==> src/rtl/dit_pkg.sv <==
package dit_pkg;
    localparam int REG_W       = 16;
    localparam int CODE_W      = 4;
    localparam int MAX_LOG_DIV = 8;

    localparam int CTRL_IE_BIT = 8;
    localparam int CTRL_RUN_BIT = 5;
    localparam int CTRL_OS_BIT = 4;

    localparam logic [6:0] OFS_CTRL  = 7'h00;
    localparam logic [6:0] OFS_FLAG  = 7'h04;
    localparam logic [6:0] OFS_LIMIT = 7'h08;
    localparam logic [6:0] OFS_COUNT = 7'h0C;

    typedef enum logic {
        CH_STOPPED = 1'b0,
        CH_RUNNING = 1'b1
    } ch_state_e;
endpackage

==> src/rtl/tick_divider.sv <==
module tick_divider #(
    parameter int MAX_LOG = 8,
    parameter int CODE_W  = 4
) (
    input  logic              clk,
    input  logic              rst_n,
    input  logic              restart,
    input  logic              run,
    input  logic [CODE_W-1:0] code,
    output logic              tick
);
    logic [MAX_LOG-1:0] phase_q;
    logic [MAX_LOG-1:0] mask;
    int                 eff_log;

    always_comb begin
        eff_log = (int'(code) > MAX_LOG) ? MAX_LOG : int'(code);
        for (int i = 0; i < MAX_LOG; i++) begin
            mask[i] = (i < eff_log);
        end
    end

    assign tick = run && ((phase_q & mask) == mask);

    always_ff @(posedge clk or negedge rst_n) begin
        if (!rst_n) begin
            phase_q <= '0;
        end else if (restart) begin
            phase_q <= '0;
        end else if (run) begin
            phase_q <= phase_q + 1'b1;
        end
    end
endmodule

==> src/rtl/timer_channel.sv <==
module timer_channel
    import dit_pkg::*;
#(
    parameter int W = REG_W
) (
    input  logic         clk,
    input  logic         rst_n,
    input  logic         ctrl_we,
    input  logic         flag_we,
    input  logic         limit_we,
    input  logic [W-1:0] wdata,
    output logic [W-1:0] ctrl_rd,
    output logic [W-1:0] flag_rd,
    output logic [W-1:0] limit_rd,
    output logic [W-1:0] count_rd,
    output logic         irq
);
    ch_state_e          state_q, state_d;
    logic               ie_q, os_q, flag_q;
    logic [CODE_W-1:0]  code_q;
    logic [W-1:0]       limit_q, count_q;
    logic               tick, start, halt, tick_eff, match;

    assign start    = ctrl_we && wdata[CTRL_RUN_BIT] && (state_q == CH_STOPPED);
    assign halt     = ctrl_we && !wdata[CTRL_RUN_BIT];
    assign tick_eff = tick && !halt;
    assign match    = tick_eff && (count_q == limit_q);

    tick_divider #(
        .MAX_LOG (MAX_LOG_DIV),
        .CODE_W  (CODE_W)
    ) u_div (
        .clk     (clk),
        .rst_n   (rst_n),
        .restart (start),
        .run     (state_q == CH_RUNNING),
        .code    (code_q),
        .tick    (tick)
    );

    // Next-state logic
    always_comb begin
        state_d = state_q;
        unique case (state_q)
            CH_STOPPED: if (start) state_d = CH_RUNNING;
            CH_RUNNING: begin
                if (halt)                          state_d = CH_STOPPED;
                else if (match && os_q && !ctrl_we) state_d = CH_STOPPED;
            end
            default: state_d = CH_STOPPED;
        endcase
    end

    // State register
    always_ff @(posedge clk or negedge rst_n) begin
        if (!rst_n) state_q <= CH_STOPPED;
        else        state_q <= state_d;
    end

    // Datapath and programmable fields
    always_ff @(posedge clk or negedge rst_n) begin
        if (!rst_n) begin
            ie_q    <= 1'b0;
            os_q    <= 1'b0;
            code_q  <= '0;
            limit_q <= '0;
            count_q <= '0;
            flag_q  <= 1'b0;
        end else begin
            if (ctrl_we) begin
                ie_q   <= wdata[CTRL_IE_BIT];
                os_q   <= wdata[CTRL_OS_BIT];
                code_q <= wdata[CODE_W-1:0];
            end
            if (limit_we) limit_q <= wdata;
            if (start) begin
                count_q <= '0;
            end else if (tick_eff) begin
                if (match) count_q <= os_q ? count_q : '0;
                else       count_q <= count_q + 1'b1;
            end
            if (match)                   flag_q <= 1'b1;
            else if (flag_we && wdata[0]) flag_q <= 1'b0;
        end
    end

    always_comb begin
        ctrl_rd                = '0;
        ctrl_rd[CTRL_IE_BIT]   = ie_q;
        ctrl_rd[CTRL_RUN_BIT]  = (state_q == CH_RUNNING);
        ctrl_rd[CTRL_OS_BIT]   = os_q;
        ctrl_rd[CODE_W-1:0]    = code_q;
        flag_rd                = '0;
        flag_rd[0]             = flag_q;
    end

    assign limit_rd = limit_q;
    assign count_rd = count_q;
    assign irq      = flag_q && ie_q;

    assert_stopped_hold_R6: assert property (@(posedge clk) disable iff (!rst_n)
        (state_q == CH_STOPPED && !ctrl_we) |=> $stable(count_q));

    assert_oneshot_halt_R5: assert property (@(posedge clk) disable iff (!rst_n)
        (match && os_q && !ctrl_we) |=> (state_q == CH_STOPPED && $stable(count_q)));

    assert_wrap_zero_R4: assert property (@(posedge clk) disable iff (!rst_n)
        (match && !os_q && !ctrl_we) |=> (count_q == '0));

    assert_flag_set_R4: assert property (@(posedge clk) disable iff (!rst_n)
        match |=> flag_q);

    assert_start_clear_R7: assert property (@(posedge clk) disable iff (!rst_n)
        start |=> (count_q == '0 && state_q == CH_RUNNING));
endmodule

==> src/rtl/dual_interval_timer.sv <==
module dual_interval_timer
    import dit_pkg::*;
#(
    parameter int NUM_CH = 2,
    parameter int ADDR_W = 9
) (
    input  logic              clk,
    input  logic              rst_n,
    input  logic              bus_wr,
    input  logic [ADDR_W-1:0] bus_addr,
    input  logic [REG_W-1:0]  bus_wdata,
    output logic [REG_W-1:0]  bus_rdata,
    output logic [NUM_CH-1:0] irq
);
    localparam int WIN_W = ADDR_W - 7;

    logic [WIN_W-1:0] win;
    logic [6:0]       ofs;
    logic [REG_W-1:0] ctrl_rd  [NUM_CH];
    logic [REG_W-1:0] flag_rd  [NUM_CH];
    logic [REG_W-1:0] limit_rd [NUM_CH];
    logic [REG_W-1:0] count_rd [NUM_CH];

    assign win = bus_addr[ADDR_W-1:7];
    assign ofs = bus_addr[6:0];

    for (genvar g = 0; g < NUM_CH; g++) begin : g_ch
        logic sel;
        assign sel = (win == WIN_W'(g + 1));

        timer_channel #(.W(REG_W)) u_ch (
            .clk      (clk),
            .rst_n    (rst_n),
            .ctrl_we  (bus_wr && sel && ofs == OFS_CTRL),
            .flag_we  (bus_wr && sel && ofs == OFS_FLAG),
            .limit_we (bus_wr && sel && ofs == OFS_LIMIT),
            .wdata    (bus_wdata),
            .ctrl_rd  (ctrl_rd[g]),
            .flag_rd  (flag_rd[g]),
            .limit_rd (limit_rd[g]),
            .count_rd (count_rd[g]),
            .irq      (irq[g])
        );
    end

    always_comb begin
        bus_rdata = '0;
        for (int c = 0; c < NUM_CH; c++) begin
            if (win == WIN_W'(c + 1)) begin
                unique case (ofs)
                    OFS_CTRL:  bus_rdata = ctrl_rd[c];
                    OFS_FLAG:  bus_rdata = flag_rd[c];
                    OFS_LIMIT: bus_rdata = limit_rd[c];
                    OFS_COUNT: bus_rdata = count_rd[c];
                    default:   bus_rdata = '0;
                endcase
            end
        end
    end
endmodule

==> config.mk <==
export PLATFORM = sky130hd
export DESIGN_NAME = dual_interval_timer
export DESIGN_NICKNAME = d
export VERILOG_FILES = /design/src/rtl/dit_pkg.sv /design/src/rtl/tick_divider.sv /design/src/rtl/timer_channel.sv /design/src/rtl/dual_interval_timer.sv
export SDC_FILE = /design/constraint.sdc
export NUM_CORES = 1
export LEC_CHECK = 0
export ABC_CLOCK_PERIOD_IN_PS = 6700
export BUFFER_PORTS_ARGS = -buffer_cell sky130_fd_sc_hd__buf_4
export CAP_MARGIN = 20
export CELL_PAD_IN_SITES_DETAIL_PLACEMENT = 0
export CELL_PAD_IN_SITES_GLOBAL_PLACEMENT = 2
export CORE_MARGIN = 10
export CORE_UTILIZATION = 44
export CTS_CLUSTER_SIZE = 30
export DETAILED_ROUTE_END_ITERATION = 8
export PLACE_DENSITY_LB_ADDON = 0.1
export SYNTH_ARGS = -nofsm -noshare
export SYNTH_HDL_FRONTEND = slang
export SYNTH_HIERARCHICAL = 1
export SYNTH_SLANG_ARGS = --single-unit
==> constraint.sdc <==
create_clock -name clk -period 6.7 [get_ports clk]
set_input_delay 1.34 -clock clk [delete_from_list [all_inputs] [get_ports clk]]
set_output_delay 1.34 -clock clk [all_outputs]
set_load 0.1 [all_outputs]
==> results of run 1 <==
worst paths after layout:
check                                                       endpoint  slack (ns)  depth (start not counted)                                from
hold reg to reg                      g_ch[0].u_ch/flag_q$_DFFE_PN0P_        0.53                          1     g_ch[0].u_ch/flag_q$_DFFE_PN0P_
max in group asynchronous      g_ch[0].u_ch/count_rd[11]$_DFFE_PN0P_        4.50                          2                               rst_n
hold / removal                       g_ch[0].u_ch/flag_q$_DFFE_PN0P_        0.53                          1     g_ch[0].u_ch/flag_q$_DFFE_PN0P_
setup / recovery                                        bus_rdata[5]        1.81                          5                         bus_addr[0]
setup reg to reg               g_ch[1].u_ch/count_rd[13]$_DFFE_PN0P_        3.53                          8  g_ch[1].u_ch/code_q[2]$_DFFE_PN0P_
min in group asynchronous  g_ch[1].u_ch/u_div/phase_q[5]$_DFFE_PN0P_        0.92                          1                               rst_n
flip-flops by register name, indices dropped and copies added, names as in the netlist:
register,cells
g_ch.u_ch/os_q,2
g_ch.u_ch/count_rd,32
g_ch.u_ch/code_q,8
g_ch.u_ch/u_div/phase_q,16
g_ch.u_ch/ie_q,2
g_ch.u_ch/limit_rd,32
g_ch.u_ch/state_q,2
g_ch.u_ch/flag_q,2
cell usage in the layout, fill, tap and decap left out, types with 9 or more instances in the layout:
cell,count
a21o_1,14
a21oi_1,10
a22o_2,15
a31oi_1,30
and2_1,10
buf_4,54
clkbuf_16,9
conb_1,48
dfrtp_1,96
inv_1,9
mux2_2,44
mux4_2,32
nand2_1,54
nand2b_1,10
nand3_1,56
nand4_1,18
nor2_1,14
o21ai_0,24
or4_1,18
xnor2_1,34
cell usage after synthesis (3+ instances only):
cell type,instances,area share (%)
nand2b_1,10,0.89
buf_1,3,0.16
and2_1,10,0.89
o21bai_1,6,0.64
clkbuf_1,15,0.80
mux4_2,32,10
o31ai_1,4,0.43
buf_4,61,6.5
mux2_2,44,7.0
a21oi_1,10,0.71
nor4_1,6,0.53
buf_2,18,1.3
buf_6,11,1.8
a21o_1,14,1.5
nor3_1,6,0.43
xor2_1,6,0.74
o21ai_0,24,1.7
a31oi_1,30,2.7
and3_1,4,0.35
a22o_2,15,2.1
or4_1,18,1.9
ha_1,4,0.71
nand4_1,18,1.6
nor2_1,14,0.74
inv_1,9,0.48
mux2i_1,8,1.1
xnor2_1,34,4.2
nand3_1,56,4.0
nand2_1,54,2.9
dfrtp_1,96,34
power by group through the flow:
stage	combinational, mW	sequential (mW)	clock (mW)
after floorplan	0.569	0.794	0
after global placement	0.603	0.899	0
after detailed placement	0.614	0.904	0
after CTS	0.618	0.894	0.633
after global routing	0.700	0.921	0.654
final	0.616	0.895	0.614
kinds of logic after synthesis:
kind of cell	count (synthesis)	synth area share, %
compound gates	120	12.0
xor+xnor	40	4.97
simple gates	224	18.7
fa+ha+maj	4	0.709
mux	84	18.4
other cells	2	0.106
flops	96	34.1
buf+inv	119	11.1
metal layers:
| layer | routed length, um | vias up | global-route usage (%) |
|---|---|---|---|
| met2 | 8280 | 116 | 25.5 |
| met5 | 0 | - | 0 |
| li1 | - | 2467 | - |
| met3 | 867 | 9 | 4.14 |
| met4 | 126 | 0 | 3.00 |
| met1 | 8960 | 2686 | 25.4 |
area by class of cell:
| class | count | area (um^2) |
|---|---|---|
| Sequential cell | 96 | 2400 |
| Multi-Input combinational cell | 520 | 4070 |
| Clock inverter | 5 | 104 |
| Clock buffer | 11 | 243 |
| Timing Repair Buffer | 54 | 405 |
| Inverter | 11 | 41.3 |
| Fill cell | 1498 | 8290 |
| Tap cell | 216 | 270 |
critical path, stage by stage:
cell     delay, ns
buf_4         0.11
or4_4         0.58
nor4b_4       0.89
a22o_2        0.33
buf_4         0.29
through the flow:
stage / area (um^2) / total power, mW / cells / utilization, % / worst slack (ns)
5_1_grt: 7540 / 2.28 / 913 / 47.6 / 1.73
3_5_place_dp: 7190 / 1.52 / 897 / 45.4 / 1.87
3_3_place_gp: 7190 / 1.50 / 897 / 45.4 / 1.88
2_1_floorplan: 7230 / 1.36 / 735 / - / 2.11
6_report: 7540 / 2.13 / 913 / 47.6 / 1.81
4_1_cts: 7540 / 2.14 / 913 / 47.6 / 1.87
==> key figures, run 1 <==
Run status
  • Status: complete, no violations

Floorplanning
  • Die height: approximately 150 um
  • Core footprint: approximately 0.016 mm^2
  • Ports: 46
  • DIE AREA: 0.0215 mm^2
  • Starting density of the core: 44.6%
  • Rows: 46
  • Die Width: ~150 um

Timing
  • Setup TNS: 0 ns
  • Period utilization: ~73%
  • Endpoints failing hold: 0
  • Fin crit period: about 4.9 ns
  • Max Slew Vio Count: 0
  • Worst slew pin tran: ~1 ns
  • Hold slack final: around 0.53 ns
  • Peak Freq: ~200 MHz
  • RSZ-0062 raised after global routing: no
  • Clock skew: ~0.0073 ns
  • Final Setup Violations: 0
  • Max_slew headroom: 33.3%

Route
  • TritonRoute pass-1 iters: 5
  • # DRC: 0
  • Via count: approximately 5,300
  • Via density per instance: between 5 and 6
  • WL/cell: 20.0 um
  • Routed Wire Length: ~18 mm
  • Routed Antenna Nets: 0
  • DRC marker count from the first detailed-route iteration: 355

Power and ir drop
  • Pwr/cell area: around 280 mW/mm^2
  • Clock network fraction of total power: 28.9%
  • Switching fraction of total power: a little under two fifths
  • P_leak: ~3.1 nW
  • Switching pwr: between 0.7 and 0.8 mW
  • Combinational share of power: between 20% and 30%
  • Seq pwr share: a little over two fifths
  • Internal power: 1.34 mW
  • Max IR drop VDD: 0.118 mV

Finish
  • Proportion of layout cells with a drive suffix above 1: about a quarter
  • Final net count: a little over 700
  • Antenna cells: 0
  • Syn-to-layout area delta: 6.85%

Critical path
  • CP Max Fanout: 17
  • Critical Path RT: ~5.4 ns
  • Arr. time, crit path: around 3.6 ns
  • Setup CP Type: input pin to primary output
  • Crit start category: input pin
  • Critical Path End Type: primary output

Clock tree
  • CTS tree: built
  • Clock Sink Count: between 90 and 100
  • Hold bufs inserted after CTS: 0
  • Reg clk slew, reported paths: around 0.07 ns
  • Worst skew pair latency: 0.36 ns
  • H-tree levels: 3
  • Root buffer cell: clkbuf_16
  • PostCTS Resize Cnt: 0
  • CTS max path bufs: 2
  • CTS Buf Count: 9
  • Setup Buffers After CTS: 0

Placement
  • Detail Placement HPWL: around 12 mm
  • Port-buffer cells: 45
  • GP Congestion: 0.812

Synthesis
  • Seq/Total Area, Yosys: between 30% and 40%
  • Avg Synthesized Cell Area: between 10 and 15 um^2
  • Synth cell types: 57
  • Synthesized instance count: roughly 700
  • Syn. warnings: 6
  • Register bit count reported by yosys: 96
  • Post-synth ARST share: 100%
  • Number of synthesized flops with an enable pin: 0
  • Synthesized cell area: 0.00705 mm^2
  • Ys flop type: dfrtp_1

Global route
  • Initial antenna violation count: 0
  • First-pass GRT wire length: 30.0 mm
  • Number of global-route vias before repair: approximately 5,100
  • GRT Total Usage: 17.3%
  • Grt total ovfl: 0
  • Largest net degree at the start of global routing: 68

Worst hold path
  • Worst min path class: flop to flop

Run
  • Max Cap Viol: 0
No activity file was read; power rests on OpenSTA's default activity.
==> inputs of run 2 (changes only) <==
--- a/config.mk
+++ b/config.mk
@@ -5,13 +5,14 @@
 export SDC_FILE = /design/constraint.sdc
 export NUM_CORES = 1
 export LEC_CHECK = 0
-export ABC_CLOCK_PERIOD_IN_PS = 6700
+export ABC_AREA = 1
+export ABC_CLOCK_PERIOD_IN_PS = 5030
 export BUFFER_PORTS_ARGS = -buffer_cell sky130_fd_sc_hd__buf_4
 export CAP_MARGIN = 20
 export CELL_PAD_IN_SITES_DETAIL_PLACEMENT = 0
 export CELL_PAD_IN_SITES_GLOBAL_PLACEMENT = 2
 export CORE_MARGIN = 10
-export CORE_UTILIZATION = 44
+export CORE_UTILIZATION = 34
 export CTS_CLUSTER_SIZE = 30
 export DETAILED_ROUTE_END_ITERATION = 8
 export PLACE_DENSITY_LB_ADDON = 0.1
==> constraint.sdc (replaced) <==
create_clock -name clk -period 5.03 [get_ports clk]
set_input_delay 1.006 -clock clk [delete_from_list [all_inputs] [get_ports clk]]
set_output_delay 1.006 -clock clk [all_outputs]
set_load 0.1 [all_outputs]
==> run 2 against run 1 <==
Against the previous run:
- sequential power is 0.8% lower
- clock-buffer cell count is 1 higher
- via count increased by 28%
- setup slack got worse by 0.74 ns
- sequential cell count unchanged
- area after synthesis up 5.6%
- largest power group unchanged
- clock power grew 8.8%
- wire length increased by 25%
==> key figures, run 2 <==
Finish
  • Final std cell area, no fill: 0.00806 mm^2 (+6.9%)
  • Final net count: 1,199 (+66%)
  • Antenna cells: 0 (unchanged)
  • Syn-to-layout area delta: 8.23%
  • Most common cell after layout, fill and taps aside: nand2_1
  • Most frequent cells in the layout: nand2_1, nand3_1, inv_1
  • Finished Layout Cells: 1,451 (+59%)
  • Proportion of layout cells with a drive suffix above 1: 11.1% (-15 points)

Synthesis
  • Synth top area cells: dfrtp_1, nand2_1, nand3_1, buf_4, inv_1
  • Most frequent cell after synthesis: nand2_1
  • Number of synthesized flops with an enable pin: 0 (unchanged)
  • Synth cell types: 28 (-51%)
  • Synthesized cell area: 0.00745 mm^2 (+5.6%)
  • Main combinational cell family by area after synthesis: simple AND/OR/NAND/NOR gates
  • Synth top area share: 32.3% (-1.8 points)
  • Synth Area in Simple Gates: 43.3% (+25 points)
  • Synth area leader: dfrtp_1
  • Multiplexer area fraction after synthesis: 0.302% (-18 points)
  • Leading post-synthesis cells by instance count: nand2_1, nand3_1, inv_1
  • Compound-cell area share of the yosys netlist: 6.32% (-5.7 points)
  • Adder and majority gate portion of the synthesized area: 0.672% (-0.037 points)
  • XOR/XNOR Fraction of Synth Area: 1.88% (-3.1 points)
  • Register bit count reported by yosys: 96 (unchanged)
  • Avg Synthesized Cell Area: 6.49 um^2 (-37%)
  • Syn. warnings: 6 (unchanged)
  • Post-synth ARST share: 100% (unchanged)
  • Ys flop type: dfrtp_1
  • Synthesized instance count: 1,148 (+67%)
  • Seq/Total Area, Yosys: 32.3% (-1.8 points)

Global route
  • GRT Total Usage: 16.4% (-0.91 points)
  • Largest net degree at the start of global routing: 74 (+8.8%)
  • Grt total ovfl: 0 (unchanged)
  • Number of global-route vias before repair: 6,779 (+33%)
  • First-pass GRT wire length: 37.6 mm (+26%)
  • Initial antenna violation count: 0 (unchanged)

Timing
  • RSZ-0062 raised after global routing: no
  • Max Slew Vio Count: 0 (unchanged)
  • Max_slew headroom: 30.7% (-2.7 points)
  • Setup ws final: 1.07 ns (-0.741 ns)
  • Clock skew: 0.00735 ns (+0.0000326 ns)
  • Fin crit period: ~4 ns
  • Worst slew pin tran: 1.04 ns (+0.0402 ns)
  • Final Setup Violations: 0 (unchanged)
  • Period utilization: between 70% and 80%
  • Peak Freq: 253 MHz
  • Setup TNS: 0 ns (unchanged)
  • Endpoints failing hold: 0 (unchanged)

Placement
  • Pre-CTS setup slack: 0.940 ns (-0.928 ns)
  • GP Congestion: 0.781 (-3.9%)
  • Dpl cells: 1,435 (+60%)
  • Detail Placement HPWL: 16.7 mm (+34%)
  • Placement Cell Area: 0.00776 mm^2 (+7.9%)
  • Port-buffer cells: 45 (unchanged)

Clock tree
  • PostCTS Resize Cnt: 0 (unchanged)
  • Setup Buffers After CTS: 0 (unchanged)
  • CTS Buf Count: 9 (unchanged)
  • Root buffer cell: clkbuf_16
  • Hold bufs inserted after CTS: 0 (unchanged)
  • Worst skew pair latency: 0.35 ns (about the same)
  • CTS tree: built
  • Clock Sink Count: 96 (unchanged)
  • Reg clk slew, reported paths: 0.07 ns (about the same)
  • CTS max path bufs: 2 (unchanged)
  • H-tree levels: 3 (unchanged)

Floorplanning
  • DIE AREA: 0.0282 mm^2 (+31%)
  • Starting density of the core: 34.3% (-10 points)
  • Rows: 54 (+17%)
  • Die height: 168 um (+15%)
  • Core footprint: 0.0217 mm^2 (+37%)
  • Ports: 46 (unchanged)
  • Die Width: 168 um (+15%)

Critical path
  • Crit path max-delay family: simple AND/OR/NAND/NOR gates
  • CP Max Fanout: 35 (+18)
  • Critical Path End Type: primary output
  • Buf/Inv on CP: 4 (+2)
  • CP cell instances: buf_4 -> inv_1 -> nand2_1 -> nor2_4 -> buf_4 -> nand3_1 -> nand2_1 -> o21ai_1 -> nand2_1 -> buf_4
  • Arr. time, crit path: 2.95 ns (-0.60 ns)
  • Critical Path RT: 4.02 ns (-1.34 ns)
  • Slowest CP cell: nor2_4
  • Setup CP Type: input pin to primary output
  • Crit start category: input pin
  • Largest stage delay, worst path: 0.65 ns (-0.24 ns)

Route
  • WL/cell: 15.7 um (-21%)
  • TritonRoute pass-1 iters: 5 (unchanged)
  • Via count: 6,777 (+28%)
  • # DRC: 0 (unchanged)
  • Routed Wire Length: 22.9 mm (+25%)
  • Routed Antenna Nets: 0 (unchanged)
  • Via density per instance: 4.67 (-19%)
  • DRC marker count from the first detailed-route iteration: 475 (+34%)

Power and ir drop
  • Pwr/cell area: 222 mW/mm^2 (-21%)
  • Final Power: 1.79 mW (-16%)
  • P_leak: 4.30 nW (+37%)
  • Max IR drop VDD: 0.147 mV (+25%)

Run
  • Max Cap Viol: 0 (unchanged)

Run status
  • Status: complete, no violations

Worst hold path
  • Worst min path class: flop to flop
## run 2: cell type report
| class | count | area [um^2] |
|---|---|---|
| fill | 2434 | 13600 |
| multi-input combinational | 882 | 4090 |
| sequential | 96 | 2400 |
| timing repair buffer | 64 | 513 |
| inverter | 114 | 428 |
| tap | 280 | 350 |
| clock buffer | 12 | 256 |
| clock inverter | 3 | 17.5 |
## run 2: cell families (layout without fill, tap and decap cells)
logic type / Yosys count / in the layout
fa+ha+maj: 4 / 4
other cells: 2 / 48
simple gates: 718 / 718
flops: 96 / 96
xor+xnor: 16 / 16
compound gates: 94 / 94
buf+inv: 216 / 193
mux: 2 / 2
## run 2: path summary, 6_finish.rpt
kind	cells after the start	endpoint	start	slack, ns
max	10	bus_rdata[8]	bus_addr[4]	1.07
min	1	g_ch[1].u_ch/u_div/phase_q[3]$_DFFE_PN0P_	g_ch[1].u_ch/u_div/phase_q[3]$_DFFE_PN0P_	0.49
max reg2reg	8	g_ch[0].u_ch/count_rd[7]$_DFFE_PN0P_	g_ch[0].u_ch/state_q$_DFF_PN0_	2.72
min reg2reg	1	g_ch[1].u_ch/u_div/phase_q[3]$_DFFE_PN0P_	g_ch[1].u_ch/u_div/phase_q[3]$_DFFE_PN0P_	0.49
max in group asynchronous	2	g_ch[1].u_ch/count_rd[9]$_DFFE_PN0P_	rst_n	3.66
min in group asynchronous	1	g_ch[0].u_ch/count_rd[13]$_DFFE_PN0P_	rst_n	0.62
## run 2: power breakdown
group	total [mW]	internal, mW	switching (mW)	leakage, nW
logic	0.230	0.0819	0.148	3.01
registers	0.888	0.817	0.0706	1.15
clock network	0.668	0.359	0.309	0.134
## run 2: metrics by stage
stage	hold slack (ns)	util [%]
2_1_floorplan	0.455	-
3_3_place_gp	0.474	35.8
3_5_place_dp	0.479	35.8
4_1_cts	0.489	37.0
5_1_grt	0.516	37.2
6_report	0.487	37.2
## run 2: metal layers
layer | share of wire, % | vias up | global-route usage (%)
li1 | - | 3607 | -
met1 | 50 | 3094 | 22.1
met2 | 47 | 61 | 27.5
met3 | 1.8 | 15 | 2.19
met4 | 1.2 | 0 | 3.48
met5 | 0 | - | 0
==> inputs of run 3 (changes only) <==
--- a/config.mk
+++ b/config.mk
@@ -5,14 +5,14 @@
 export SDC_FILE = /design/constraint.sdc
 export NUM_CORES = 1
 export LEC_CHECK = 0
-export ABC_AREA = 1
-export ABC_CLOCK_PERIOD_IN_PS = 5030
+export ABC_AREA = 0
+export ABC_CLOCK_PERIOD_IN_PS = 3850
 export BUFFER_PORTS_ARGS = -buffer_cell sky130_fd_sc_hd__buf_4
 export CAP_MARGIN = 20
 export CELL_PAD_IN_SITES_DETAIL_PLACEMENT = 0
 export CELL_PAD_IN_SITES_GLOBAL_PLACEMENT = 2
 export CORE_MARGIN = 10
-export CORE_UTILIZATION = 34
+export CORE_UTILIZATION = 41
 export CTS_CLUSTER_SIZE = 30
 export DETAILED_ROUTE_END_ITERATION = 8
 export PLACE_DENSITY_LB_ADDON = 0.1
==> constraint.sdc (replaced) <==
create_clock -name clk -period 3.85 [get_ports clk]
set_input_delay 0.77 -clock clk [delete_from_list [all_inputs] [get_ports clk]]
set_output_delay 0.77 -clock clk [all_outputs]
set_load 0.1 [all_outputs]
==> run 3 against run 2 <==
Against the previous run:
- setup slack worse by 0.49 ns
- register-to-register slack worse by 1.5 ns
- final cell count is 36% lower
- critical endpoint unchanged
- wire length is 20% lower
==> key figures, run 3 (synthesized netlist as in run 1, its figures left out) <==
Clock tree
  • Hold bufs inserted after CTS: 0 (unchanged)
  • Root buffer cell: clkbuf_16
  • Reg clk slew, reported paths: 0.07 ns (about the same)
  • Clock Sink Count: 96 (unchanged)
  • CTS max path bufs: 2 (unchanged)
  • Setup Buffers After CTS: 0 (unchanged)
  • H-tree levels: 3 (unchanged)
  • CTS tree: built
  • Worst skew pair latency: 0.35 ns (about the same)
  • CTS Buf Count: 9 (unchanged)
  • PostCTS Resize Cnt: 0 (unchanged)

Run status
  • Status: complete, no violations

Finish
  • Finished Layout Cells: 922 (-36%)
  • Proportion of layout cells with a drive suffix above 1: 26.2% (+15 points)
  • Most common cell after layout, fill and taps aside: dfrtp_1
  • Final std cell area, no fill: 0.00752 mm^2 (-6.7%)
  • Most frequent cells in the layout: dfrtp_1, buf_4, nand3_1
  • Utilization after layout: 45.0% (+7.9 points)
  • Fill count: 1,655 (-32%)
  • Syn-to-layout area delta: 6.62%
  • Final net count: 730 (-39%)
  • Antenna cells: 0 (unchanged)

Critical path
  • Setup CP Type: input pin to primary output
  • Critical Path Start: bus_addr[0]
  • Critical Path End Type: primary output
  • R2R Path Start: g_ch[0].u_ch/code_q[2]$_DFFE_PN0P_
  • Critical Path RT: 3.08 ns (-0.94 ns)
  • Arr. time, crit path: 2.50 ns (-0.45 ns)
  • Crit start category: input pin
  • CP Max Fanout: 17 (-51%)

Run
  • Max Cap Viol: 0 (unchanged)

Global route
  • First-pass GRT wire length: 30.2 mm (-20%)
  • GRT Total Usage: 16.9% (+0.52 points)
  • Largest net degree at the start of global routing: 60 (-19%)
  • Initial antenna violation count: 0 (unchanged)
  • Number of global-route vias before repair: 5,126 (-24%)
  • Grt total ovfl: 0 (unchanged)

Power and ir drop
  • Switching fraction of total power: 37.9% (+8.3 points)
  • Internal power: 2.17 mW (+72%)
  • Switching pwr: 1.32 mW (+150%)
  • Seq pwr share: 44.4% (-5.3 points)
  • P_leak: 3.13 nW (-27%)
  • Final Power: 3.49 mW (+96%)
  • Clock network fraction of total power: 24.8% (-13 points)
  • Combinational share of power: 30.8% (+18 points)
  • Max IR drop VDD: 0.255 mV (+73%)
  • Pwr/cell area: 464 mW/mm^2 (+110%)

Timing
  • RSZ-0062 raised after global routing: no
  • Setup TNS: 0 ns (unchanged)
  • Hold slack final: 0.511 ns (+0.0245 ns)
  • Clock skew: 0.00484 ns (-0.00250 ns)
  • Fin crit period: 3.27 ns
  • Max Slew Vio Count: 0 (unchanged)
  • Max_slew headroom: 43.9% (+13 points)
  • Setup ws final: 0.585 ns (-0.489 ns)
  • Period utilization: a little over four fifths
  • Endpoints failing hold: 0 (unchanged)
  • Peak Freq: roughly 310 MHz
  • Worst slew pin tran: 0.842 ns (-0.194 ns)
  • Final Setup Violations: 0 (unchanged)

Route
  • Via count: 5,238 (-23%)
  • Routed Antenna Nets: 0 (unchanged)
  • Routed Wire Length: 18.4 mm (-20%)
  • # DRC: 0 (unchanged)
  • Via density per instance: 5.68 (+22%)
  • DRC marker count from the first detailed-route iteration: 416 (-12%)
  • WL/cell: 19.9 um (+26%)
  • TritonRoute pass-1 iters: 5 (unchanged)

Worst hold path
  • Worst min path class: flop to flop
  • Critical hold path startpoint: g_ch[0].u_ch/flag_q$_DFFE_PN0P_

Floorplanning
  • Ports: 46 (unchanged)
  • DIE AREA: 0.0229 mm^2 (-19%)
  • Die Width: 151 um (-10%)
  • Die height: 151 um (-10%)
  • Core footprint: 0.0167 mm^2 (-23%)
  • Rows: 47 (-13%)
  • Starting density of the core: 42.2% (+7.9 points)

Placement
  • Placement Cell Area: 0.00725 mm^2 (-6.5%)
  • GP Congestion: 0.781 (unchanged)
  • Port-buffer cells: 45 (unchanged)
  • Detail Placement HPWL: 12.6 mm (-24%)
  • Pre-CTS setup slack: 0.509 ns (-0.430 ns)
  • Dpl cells: 907 (-37%)
## run 3: layout make-up
class                           instances  area [um^2]  area share, %
Sequential cell                        96         2400           31.9
Timing Repair Buffer                   60          463           6.16
Inverter                               11         41.3          0.549
Clock buffer                           15          268           3.56
Multi-Input combinational cell        520         4070           54.1
Tap cell                              220          275           3.66
## run 3: worst paths after layout
path,to,slack (ns),cells past startpoint
worst max-delay path,bus_rdata[8],0.58,6
worst min-delay path,g_ch[0].u_ch/flag_q$_DFFE_PN0P_,0.51,1
worst max register to register,g_ch[0].u_ch/count_rd[5]$_DFFE_PN0P_,1.26,9
worst min register to register,g_ch[0].u_ch/flag_q$_DFFE_PN0P_,0.51,1
max in group asynchronous,g_ch[1].u_ch/os_q$_DFFE_PN0P_,2.59,2
min in group asynchronous,g_ch[1].u_ch/u_div/phase_q[4]$_DFFE_PN0P_,0.52,1
## run 3: worst max-delay path, cell delays in order
cell and delay (ns):
buf_4 0.11, or4_4 0.57, nor4b_4 0.26, buf_4 0.26
a22o_2 0.21, buf_4 0.30
## run 3: metal layers
metal / GRT usage, % / wire, um / up-vias
li1: - / - / 2482
met1: 24.7 / 9050 / 2637
met2: 24.8 / 8220 / 104
met3: 3.91 / 882 / 15
met4: 3.95 / 199 / 0
met5: 0 / 0 / -
## run 3: power by group through the flow
stage	logic (mW)	clock network (mW)	registers, mW
finish	1.08	0.865	1.55
global route	1.23	0.942	1.60
CTS	1.08	0.896	1.55
detailed placement	1.08	0	1.57
global placement	1.05	0	1.57
floorplan	0.990	0	1.38
